--- src/rtl/tmr_pkg.sv ---
package tmr_pkg;
  localparam int BYTE_W = 8;
  localparam int SEL_W  = 3;

  typedef struct packed {
    logic             run;
    logic             wide;
    logic             ext_sel;
    logic             fall_edge;
    logic             pre_bypass;
    logic [SEL_W-1:0] pre_sel;
  } tmr_ctrl_t;

  localparam logic [1:0] A_CTRL = 2'd0;
  localparam logic [1:0] A_LOW  = 2'd1;
  localparam logic [1:0] A_HBUF = 2'd2;
  localparam logic [1:0] A_STAT = 2'd3;
endpackage

--- src/rtl/tmr_src_sync.sv ---
module tmr_src_sync (
  input  logic clk,
  input  logic rst_n,
  input  logic pin_i,
  input  logic fall_sel_i,
  output logic edge_o
);
  logic s1_q, s2_q, prev_q;

  always_ff @(posedge clk or negedge rst_n) begin
    if (!rst_n) begin
      s1_q   <= 1'b0;
      s2_q   <= 1'b0;
      prev_q <= 1'b0;
    end else begin
      s1_q   <= pin_i;
      s2_q   <= s1_q;
      prev_q <= s2_q;
    end
  end

  always_comb begin
    if (fall_sel_i) edge_o = !s2_q && prev_q;
    else            edge_o = s2_q && !prev_q;
  end

  p_edge_single_r12: assert property (@(posedge clk) disable iff (!rst_n)
    edge_o |=> (!edge_o || (fall_sel_i != $past(fall_sel_i))));
endmodule

--- src/rtl/tmr_tick_div.sv ---
module tmr_tick_div #(
  parameter int TICK_DIV = 4
) (
  input  logic clk,
  input  logic rst_n,
  output logic tick_o
);
  localparam int DW = (TICK_DIV > 1) ? $clog2(TICK_DIV) : 1;
  localparam logic [DW-1:0] LAST = DW'(TICK_DIV - 1);

  logic [DW-1:0] div_q, div_d;

  always_comb begin
    tick_o = (div_q == LAST);
    div_d  = tick_o ? '0 : div_q + 1'b1;
  end

  always_ff @(posedge clk or negedge rst_n) begin
    if (!rst_n) div_q <= '0;
    else        div_q <= div_d;
  end

  p_tick_gap_r3: assert property (@(posedge clk) disable iff (!rst_n)
    tick_o |=> !tick_o);
endmodule

--- src/rtl/tmr_prescaler.sv ---
module tmr_prescaler #(
  parameter int SEL_W = 3
) (
  input  logic             clk,
  input  logic             rst_n,
  input  logic             clr_i,
  input  logic             pulse_i,
  input  logic             bypass_i,
  input  logic [SEL_W-1:0] sel_i,
  output logic             pulse_o
);
  localparam int CW = 1 << SEL_W;

  logic [CW-1:0] pcnt_q, pcnt_d, mask;

  always_comb begin
    for (int i = 0; i < CW; i++) mask[i] = (i <= int'(sel_i));
  end

  always_comb begin
    pcnt_d = pcnt_q;
    if (clr_i)                     pcnt_d = '0;
    else if (pulse_i && !bypass_i) pcnt_d = pcnt_q + 1'b1;
  end

  always_comb begin
    if (bypass_i) pulse_o = pulse_i;
    else          pulse_o = pulse_i && ((pcnt_q & mask) == mask);
  end

  always_ff @(posedge clk or negedge rst_n) begin
    if (!rst_n) pcnt_q <= '0;
    else        pcnt_q <= pcnt_d;
  end

  p_pre_clear_r11: assert property (@(posedge clk) disable iff (!rst_n)
    clr_i |=> (pcnt_q == '0));
endmodule

--- src/rtl/cfg_timer.sv ---
module cfg_timer
  import tmr_pkg::*;
#(
  parameter int TICK_DIV = 4
) (
  input  logic              clk,
  input  logic              rst_n,
  input  logic              ext_in,
  input  logic [1:0]        bus_addr,
  input  logic              bus_wr,
  input  logic              bus_rd,
  input  logic [BYTE_W-1:0] bus_wdata,
  output logic [BYTE_W-1:0] bus_rdata,
  output logic              irq
);
  localparam int CNT_W = 2 * BYTE_W;

  logic [1:0]        rst_sync_q;
  logic              rst_int_n;
  tmr_ctrl_t         ctrl_q, ctrl_d;
  logic [CNT_W-1:0]  cnt_q, cnt_d;
  logic [BYTE_W-1:0] hbuf_q, hbuf_d;
  logic              flag_q, flag_d;
  logic              wr_ctrl, wr_low, wr_hbuf, wr_stat, rd_low;
  logic              ext_edge, int_tick, src_pulse, inc, ovf;

  always_ff @(posedge clk or negedge rst_n) begin
    if (!rst_n) rst_sync_q <= 2'b00;
    else        rst_sync_q <= {rst_sync_q[0], 1'b1};
  end
  assign rst_int_n = rst_sync_q[1];

  assign wr_ctrl = bus_wr && (bus_addr == A_CTRL);
  assign wr_low  = bus_wr && (bus_addr == A_LOW);
  assign wr_hbuf = bus_wr && (bus_addr == A_HBUF);
  assign wr_stat = bus_wr && (bus_addr == A_STAT);
  assign rd_low  = bus_rd && (bus_addr == A_LOW);

  tmr_src_sync u_sync (
    .clk        (clk),
    .rst_n      (rst_int_n),
    .pin_i      (ext_in),
    .fall_sel_i (ctrl_q.fall_edge),
    .edge_o     (ext_edge)
  );

  tmr_tick_div #(.TICK_DIV(TICK_DIV)) u_div (
    .clk    (clk),
    .rst_n  (rst_int_n),
    .tick_o (int_tick)
  );

  assign src_pulse = ctrl_q.run && (ctrl_q.ext_sel ? ext_edge : int_tick);

  tmr_prescaler #(.SEL_W(SEL_W)) u_pre (
    .clk      (clk),
    .rst_n    (rst_int_n),
    .clr_i    (wr_low),
    .pulse_i  (src_pulse),
    .bypass_i (ctrl_q.pre_bypass),
    .sel_i    (ctrl_q.pre_sel),
    .pulse_o  (inc)
  );

  always_comb begin
    ovf = inc && !wr_low &&
          (ctrl_q.wide ? (&cnt_q) : (&cnt_q[BYTE_W-1:0]));
  end

  always_comb begin
    ctrl_d = wr_ctrl ? tmr_ctrl_t'(bus_wdata) : ctrl_q;

    cnt_d = cnt_q;
    if (wr_low) begin
      if (ctrl_q.wide) cnt_d = {hbuf_q, bus_wdata};
      else             cnt_d = {cnt_q[CNT_W-1:BYTE_W], bus_wdata};
    end else if (inc) begin
      if (ctrl_q.wide) cnt_d = cnt_q + 1'b1;
      else             cnt_d = {cnt_q[CNT_W-1:BYTE_W], cnt_q[BYTE_W-1:0] + 1'b1};
    end

    hbuf_d = hbuf_q;
    if (wr_hbuf)                    hbuf_d = bus_wdata;
    else if (rd_low && ctrl_q.wide) hbuf_d = cnt_q[CNT_W-1:BYTE_W];

    flag_d = flag_q;
    if (ovf)                        flag_d = 1'b1;
    else if (wr_stat && !bus_wdata[0]) flag_d = 1'b0;
  end

  always_ff @(posedge clk or negedge rst_int_n) begin
    if (!rst_int_n) begin
      ctrl_q <= '0;
      cnt_q  <= '0;
      hbuf_q <= '0;
      flag_q <= 1'b0;
    end else begin
      ctrl_q <= ctrl_d;
      cnt_q  <= cnt_d;
      hbuf_q <= hbuf_d;
      flag_q <= flag_d;
    end
  end

  always_comb begin
    unique case (bus_addr)
      A_CTRL:  bus_rdata = ctrl_q;
      A_LOW:   bus_rdata = cnt_q[BYTE_W-1:0];
      A_HBUF:  bus_rdata = hbuf_q;
      default: bus_rdata = {{(BYTE_W-1){1'b0}}, flag_q};
    endcase
  end

  assign irq = flag_q;

  p_stop_hold_r2: assert property (@(posedge clk) disable iff (!rst_int_n)
    (!ctrl_q.run && !wr_low) |=> $stable(cnt_q));
  p_wrap_flag_r7: assert property (@(posedge clk) disable iff (!rst_int_n)
    ovf |=> flag_q);
  p_flag_clear_r10: assert property (@(posedge clk) disable iff (!rst_int_n)
    (wr_stat && !bus_wdata[0] && !ovf) |=> !flag_q);
  p_commit_r9: assert property (@(posedge clk) disable iff (!rst_int_n)
    (wr_low && ctrl_q.wide) |=> (cnt_q == {$past(hbuf_q), $past(bus_wdata)}));
  p_latch_r8: assert property (@(posedge clk) disable iff (!rst_int_n)
    (rd_low && ctrl_q.wide && !wr_hbuf) |=> (hbuf_q == $past(cnt_q[CNT_W-1:BYTE_W])));
  p_narrow_high_r6: assert property (@(posedge clk) disable iff (!rst_int_n)
    (!ctrl_q.wide && !wr_low) |=> $stable(cnt_q[CNT_W-1:BYTE_W]));
endmodule

--- config.mk ---
export PLATFORM = sky130hd
export DESIGN_NAME = cfg_timer
export DESIGN_NICKNAME = d
export VERILOG_FILES = /design/src/rtl/tmr_pkg.sv /design/src/rtl/tmr_src_sync.sv /design/src/rtl/tmr_tick_div.sv /design/src/rtl/tmr_prescaler.sv /design/src/rtl/cfg_timer.sv
export SDC_FILE = /design/constraint.sdc
export NUM_CORES = 1
export LEC_CHECK = 0
export ABC_CLOCK_PERIOD_IN_PS = 1400
export BUFFER_PORTS_ARGS = -buffer_cell sky130_fd_sc_hd__buf_2
export CAP_MARGIN = 20
export CORE_ASPECT_RATIO = 1.5
export CORE_MARGIN = 10
export CORE_UTILIZATION = 50
export CTS_CLUSTER_SIZE = 10
export DETAILED_ROUTE_END_ITERATION = 6
export PLACE_DENSITY = 0.72
export SLEW_MARGIN = 25
export SYNTH_ARGS = -nofsm -noshare
export SYNTH_HDL_FRONTEND = slang
export SYNTH_SLANG_ARGS = --single-unit
--- constraint.sdc ---
create_clock -name clk -period 1.4 [get_ports clk]
set_input_delay 0.21 -clock clk [delete_from_list [all_inputs] [get_ports clk]]
set_output_delay 0.21 -clock clk [all_outputs]
set_load 0.01 [all_outputs]
; ---- Word-level counts from Yosys, hierarchy flattened
; Cells that the tools add are included.
; W data, S select, Z words.
[totals]
wordCells = 78
input_bits = 15
reg_bits = 48
output_inout_bits = 9
[op_classes]
magnitude_cmp = 7
mux = 16
eq_ne = 7
add_sub_neg = 4
reduce_logical = 27
bitwise_logic = 1
[op_table]
columns = op, n
row1 = $mux W16, 4
row2 = $mux W8, 4
row3 = $pmux W8 S3, 1
row4 = $add A16 B1 Y16 const B, 1
row5 = $add A8 B1 Y8 const B, 2
row6 = $reduce_and A16 Y1, 1
row7 = $logic_and A1 B1 Y1, 14
row8 = $le A3 B3 Y1 const A, 4
row9 = $and A8 B8 Y8, 1
row10 = $eq A8 B8 Y1, 1
row11 = $reduce_and A8 Y1, 1
row12 = $reduce_bool A2 Y1, 4
row13 = $eq A2 B2 Y1 const B, 3
row14 = $le A2 B3 Y1 const A, 2
row15 = $mux W1, 6
row16 = $logic_not A1 Y1, 5
row17 = $ne A2 B2 Y1 const B, 2
row18 = $le A1 B3 Y1 const A, 1
row19 = $reduce_and A3 Y1, 1
row20 = $add A2 B1 Y2 const B, 1
row21 = $eq A2 B1 Y1 const B, 1
row22 = $logic_not A2 Y1, 1
row23 = $mux W2, 1

; ---- Logic depth before layout (Yosys ltp)
[logic_depth]
ltp_word = 10
depth_mapped = 8
depth_no_buf = 7

; ---- By module
; A second synthesis with hierarchy kept.
[hier_totals]
hier_cells = 267
hier_area_um2 = 2623.8
[by_module_without_submodules]
columns = module, seq_area_each_um2, n_inst, area_each_um2, cells_each
row1 = cfg_timer, 875.8, 1, 1993.2, 207
row2 = tmr_prescaler, 200.2, 1, 466.7, 50
row3 = tmr_src_sync, 75.1, 1, 97.6, 6
row4 = tmr_tick_div, 50.0, 1, 66.3, 4

; ---- Worst setup path before layout
; Ideal clock, no wire load.
[synth_path]
path_type = register to register
startpoint = register ctrl_q[4] in the netlist's numbering
endpoint = register cnt_q[6]
period_less_slack_ps = 1937
stages_incl_launch_ff = 7
n_path_buf = 1
slack_ps = -537
t_required_ps = 1323
setup_ps = 77
arrival_time_ps = 1860
cell_sequence = dfrtp_1 -> or3b_1 -> a31o_4 -> buf_6 -> or4_4 -> xor2_1 -> a21oi_1
[synth_via]
elab_chain_cells = 6
[synth_lines]
columns = element, line_no
row1 = start: declaration, cfg_timer.sv:20  ; tmr_ctrl_t ctrl_q, ctrl_d;
row2 = start signal: assignment, cfg_timer.sv:98  ; ctrl_q <= ctrl_d;
row3 = $mux W1 (*), tmr_src_sync.sv:23  ; if (fall_sel_i) edge_o = !s2_q && prev_q;
row4 = $mux W1 (*), cfg_timer.sv:53  ; assign src_pulse = ctrl_q.run && (ctrl_q.ext_sel ? ext_edge : int_tick);
row5 = $logic_and A1 B1 Y1 (*), cfg_timer.sv:53
row6 = $logic_and A1 B1 Y1, tmr_prescaler.sv:28  ; else pulse_o = pulse_i && ((pcnt_q & mask) == mask);
row7 = $mux W1 (*), tmr_prescaler.sv:27  ; if (bypass_i) pulse_o = pulse_i;
row8 = $reduce_bool A2 Y1 (no source line) (*), --
row9 = end signal: assignment, cfg_timer.sv:99  ; cnt_q <= cnt_d;
row10 = end: declaration, cfg_timer.sv:21  ; logic [CNT_W-1:0] cnt_q, cnt_d;
; Every way passes the cells marked *; elsewhere a longest branch is shown, timed or not.
; A chain may end at the register's enable or synchronous reset.

; ---- Worst setup path after layout
[layout_path]
startpoint = register ctrl_q[4] in the netlist's numbering
endpoint = register cnt_q[9]
[layout_via]
elab_chain_cells = 7
word_cells_on_any_way = 8
classes_between = eq/ne: 1 / mux: 3 / reduce/logical: 4
[layout_lines]
columns = element, line_no
row1 = $mux W1 (*), tmr_src_sync.sv:23
row2 = $mux W1 (*), cfg_timer.sv:53
row3 = $logic_and A1 B1 Y1 (*), cfg_timer.sv:53
row4 = $logic_and A1 B1 Y1, tmr_prescaler.sv:28
row5 = $mux W1 (*), tmr_prescaler.sv:27
row6 = $ne A2 B2 Y1 (no source line) / $reduce_bool A2 Y1 (equally long branches), --
row7 = $reduce_and A3 Y1 (no source line) (*), --
; Marked as above.

==> reports/results.md <==
| Group | Result | This run |
| --- | --- | --- |
| timing | Hold_ws | 0.1435 ns |
| timing | Final worst path period share | 150.7% |
| floorplanning | Chip width | 79.84 µm |
| synthesis | Compound-gate portion of the synthesized area | 13.79% |
| route | Total routed wirelength | 8.164 mm |
| route | Number of vias per cell after detailed routing | 5.751 |
| setup path | Worst reg2reg startpoint | ctrl_q[4]$_DFFE_PN0P_ |
| cts | Clock tree from TritonCTS | yes |
| synthesis | Combinational family with the most area after synthesis | simple AND/OR/NAND/NOR gates |
| cts | Latest clock arrival within the worst-skew pair | 0.30 ns |
| layout | Final nets | 398 |
| synthesis | Sequential element share of the synthesized area | 44.73% |
| global route | GRT overflow | 0 |
| layout | Fin util | 74.27% |
| timing | Final worst path period need | 2.110 ns |
| synthesis | Most frequent cell after synthesis | dfrtp_1 |
| power and ir drop | Switching power summed over all nets | 1629 µW |
| placed design | IO buf count | 23 |
| synthesis | Async set or reset register ratio after synthesis | 100.0% |
| outcome | Result of the run | complete, but fails checks |
| synthesis | Cell area after synthesis | 2685 µm² |
| synthesis | Area contributors post-synth | dfrtp_1, mux2i_1, nor2_1 |
| hold path | Count of cells along the worst hold path | 3 |
| placed design | Detailed Place HPWL | 5.546 mm |
| route | Initial drt markers | 301 |
| setup path | Endpoint kind of the worst setup timing path | flop |
| synthesis | Mapped Nets | 296 |
| floorplanning | Die Y | 109.8 µm |
| global route | Initial antenna violation count | 0 |
| cts | Root buffer selected by CTS | clkbuf_8 |
| setup path | Reg-to-reg slack, setup | -0.71 ns |
| synthesis | Synth Register Bits | 48 |
| synthesis | Average footprint of a synthesized cell | 9.659 µm² |
| route | DR DRC count | 0 |
| timing | Final setup vio count | 28 |
| global route | Vias in the first global route | 2,566 |
| setup path | Startpoint Class | flop |
| floorplanning | Floorplan die area | 8762 µm² |
| hold path | Hold Path Class | input pin to flop |
| floorplanning | Core Region | 5165 µm² |
| floorplanning | I/O pin cnt | 24 |
| power and ir drop | Share of power burned in the clock network | 18.1% |
| floorplanning | Row count | 32 |
| cts | Number of H-tree branching levels | 2 |
| setup path | CP Data Required Time | 1.62 ns |
| timing | Total count of max-transition violations in the final report | 0 |
| layout | Non-filler cells in the finished layout | 449 |
| timing | Worst clock skew | 0.007203 ns |
| synthesis | Xor and xnor area share after synthesis | 3.914% |
| power and ir drop | Relative contribution of combinational cells to total power | 41.8% |
| placed design | Final weighted congestion in routability-driven placement | 0.9057 |
| synthesis | Multiplexer fraction of the synthesized cell area | 9.786% |
| layout | Antenna Cells | 0 |
| flow run | Maximum capacitance violations | 0 |
| floorplanning | Effective utilization at floorplan | 51.99% |
| power and ir drop | Reg power frac | 40.1% |
| synthesis | Top FF cell, synth | dfrtp_1 |
| global route | Met1 Use GR | 19.07% |
| setup path | Crit path DAT | 2.32 ns |
| synthesis | Synthesized instance count | 278 |
| synthesis | Synth top area share | 44.73% |
| synthesis | Arithmetic-cell share of the synthesized area counting full adders, half adders and majority gates | 1.398% |
| synthesis | Simple-Gate Fraction of Synth Area | 23.21% |
| placed design | Worst slack, placed | -0.5593 ns |
| route | Via count of the routed design | 2,582 |
| route | Post-DRT Antenna Nets | 0 |
| timing | Unrepaired setup endpoints after global routing | yes |
| synthesis | Number of distinct library cell variants in the gate-level netlist after synthesis | 50 |
| setup path | End of the worst register-to-register path | cnt_q[9]$_DFFE_PN0P_ |
| cts | Buffer depth of the longest clock path | 2 |
| setup path | WS Path Type | flop to flop |
| synthesis | Syn. warnings | 0 |
| power and ir drop | Fraction of power spent switching nets | 34.66% |
| global route | First-pass GRT wire length | 12.36 mm |
| route | WL per Instance | 18.18 µm |
| setup path | Crit path launch | ctrl_q[4]$_DFFE_PN0P_ |
| outcome | Failing checks | negative setup slack |
| route | Iteration count of the initial detailed-routing pass | 4 |
| placed design | Total instance count after detailed placement | 426 |
| global route | Grt met3 use | 3.023% |
| global route | Most used routing layer in global routing | met2 |
| setup path | Critical path peak fanout | 4 |
| cts | Number of CTS-inserted buffers | 5 |
| power and ir drop | Max rail drop VDD | 0.0007978 V |
| synthesis | Post-synth top area cell | dfrtp_1 |
| timing | Post-route worst setup slack | -0.7099 ns |
| layout | Layout cells sized above 1 | 42.78% |
| power and ir drop | Internal cell power | 3069 µW |
| synthesis | Commonest cells post-synth | dfrtp_1, nor2_1, nand2_1 |
| global route | Total routing resource utilization after global routing | 17.86% |
| global route | Met2 track demand over resource in global routing | 32.95% |
| cts | CTS clk-pin slew, worst paths | 0.09 ns |
| timing | Setup TNS | -13.72 ns |
| global route | Maximum number of pins on one net before global-route repair | 32 |
| synthesis | Number of enable-type register cells in the synthesized netlist | 0 |
| layout | Layout area overhead | 42.87% |
| cts | Clk sinks | 48 |
| setup path | Worst Setup EP | cnt_q[9]$_DFFE_PN0P_ |
| timing | Peak Freq | 474.0 MHz |
| setup path | Reg2Reg Depth | 6 |
| power and ir drop | Cell leakage power | 0.001740 µW |
| power and ir drop | Power density cells | 1225 nW/µm² |
| timing | Final hold vios | 0 |
## through the flow
step | area (µm²) | power (µW)
4_1_cts | 3585 | 4425
3_3_place_gp | 3420 | 3450
6_report | 3836 | 4698
5_1_grt | 3836 | 4970
2_1_floorplan | 2735 | 2708
3_5_place_dp | 3420 | 3496
## cell usage in the layout, fill, tap and decap left out, drive strengths merged, types with 7 or more instances in the layout
master / instances
clkbuf: 8
buf: 106
xnor2: 8
a211oi: 7
nor2: 31
nand3: 9
nor3: 7
o21ai: 19
mux2i: 15
mux2: 8
nand2: 26
dfrtp: 48
a21oi: 18
## per-layer routing
metal  vias up  wire [µm]
met5         -          0
met4         0        327
met3        27        311
met2        68       4544
met1      1280       2980
li1       1207          -
## state kept, by name, summed over array words and instances, names as in the netlist, 2 cells and up
name,count
u_div.div_q,2
u_pre.pcnt_q,8
hbuf_q,8
ctrl_q,8
cnt_q,16
rst_sync_q,2
## cells by family (layout without fill, tap and decap cells)
kind of cell               after synthesis  in the layout
xor gates and xnor gates                12             12
and+or+nand+nor                        113            113
muxes                                   24             24
AOI/OAI and AO/OA                       58             58
other                                    1              1
buffers and inverters                   19            122
adders and majority gates                3              3
DFF                                     48             48
## worst min path at each step
| stage | start | endpoint | slack, ns |
|---|---|---|---|
| 6_report | bus_wdata[6] | ctrl_q[6]$_DFFE_PN0P_ | 0.14 |
| 3_3_place_gp | rst_n | rst_sync_q[0]$_DFF_PN0_ | -0.005 |
| 3_5_place_dp | rst_n | rst_sync_q[0]$_DFF_PN0_ | -0.003 |
| 5_1_grt | bus_wdata[6] | ctrl_q[6]$_DFFE_PN0P_ | 0.18 |
| 2_1_floorplan | rst_n | rst_sync_q[0]$_DFF_PN0_ | -0.09 |
| 4_1_cts | ext_in | u_sync.s1_q$_DFF_PN0_ | 0.008 |
## power by group through the flow
stage	clock network, µW	registers, µW	logic (µW)
after floorplan	0	1910	802
after global placement	0	1870	1580
after detailed placement	0	1880	1620
after CTS	865	1870	1690
after global routing	932	1920	2120
final	852	1880	1960
## worst max-delay path: stages (launching register included)
cell and delay (ns):
dfrtp_1 0.39, or3b_1 0.42, a31o_4 0.26, or4_4 0.43, o31ai_2 0.20, o31ai_1 0.12, nor3_1 0.20
## repair_timing
| item | CTS | global route |
|---|---|---|
| endpoints found under the setup margin | 29 | 33 |
| hold endpoints to repair | 2 | 1 |
| buffers inserted | 3 | 12 |
| hold buffers | 1 | 1 |
| pin swaps | 5 | 17 |
| resized for setup | 13 | 42 |
| gates cloned | 0 | 0 |
## area by class of cell
type / count / area [µm²]
tap: 68 / 85.08
sequential: 48 / 1204
timing repair buffer: 108 / 845.8
clock buffer: 8 / 90.09
fill: 343 / 1329
multi-input combinational: 211 / 1589
inverter: 6 / 22.52
Power figures use the tool's default switching activity.
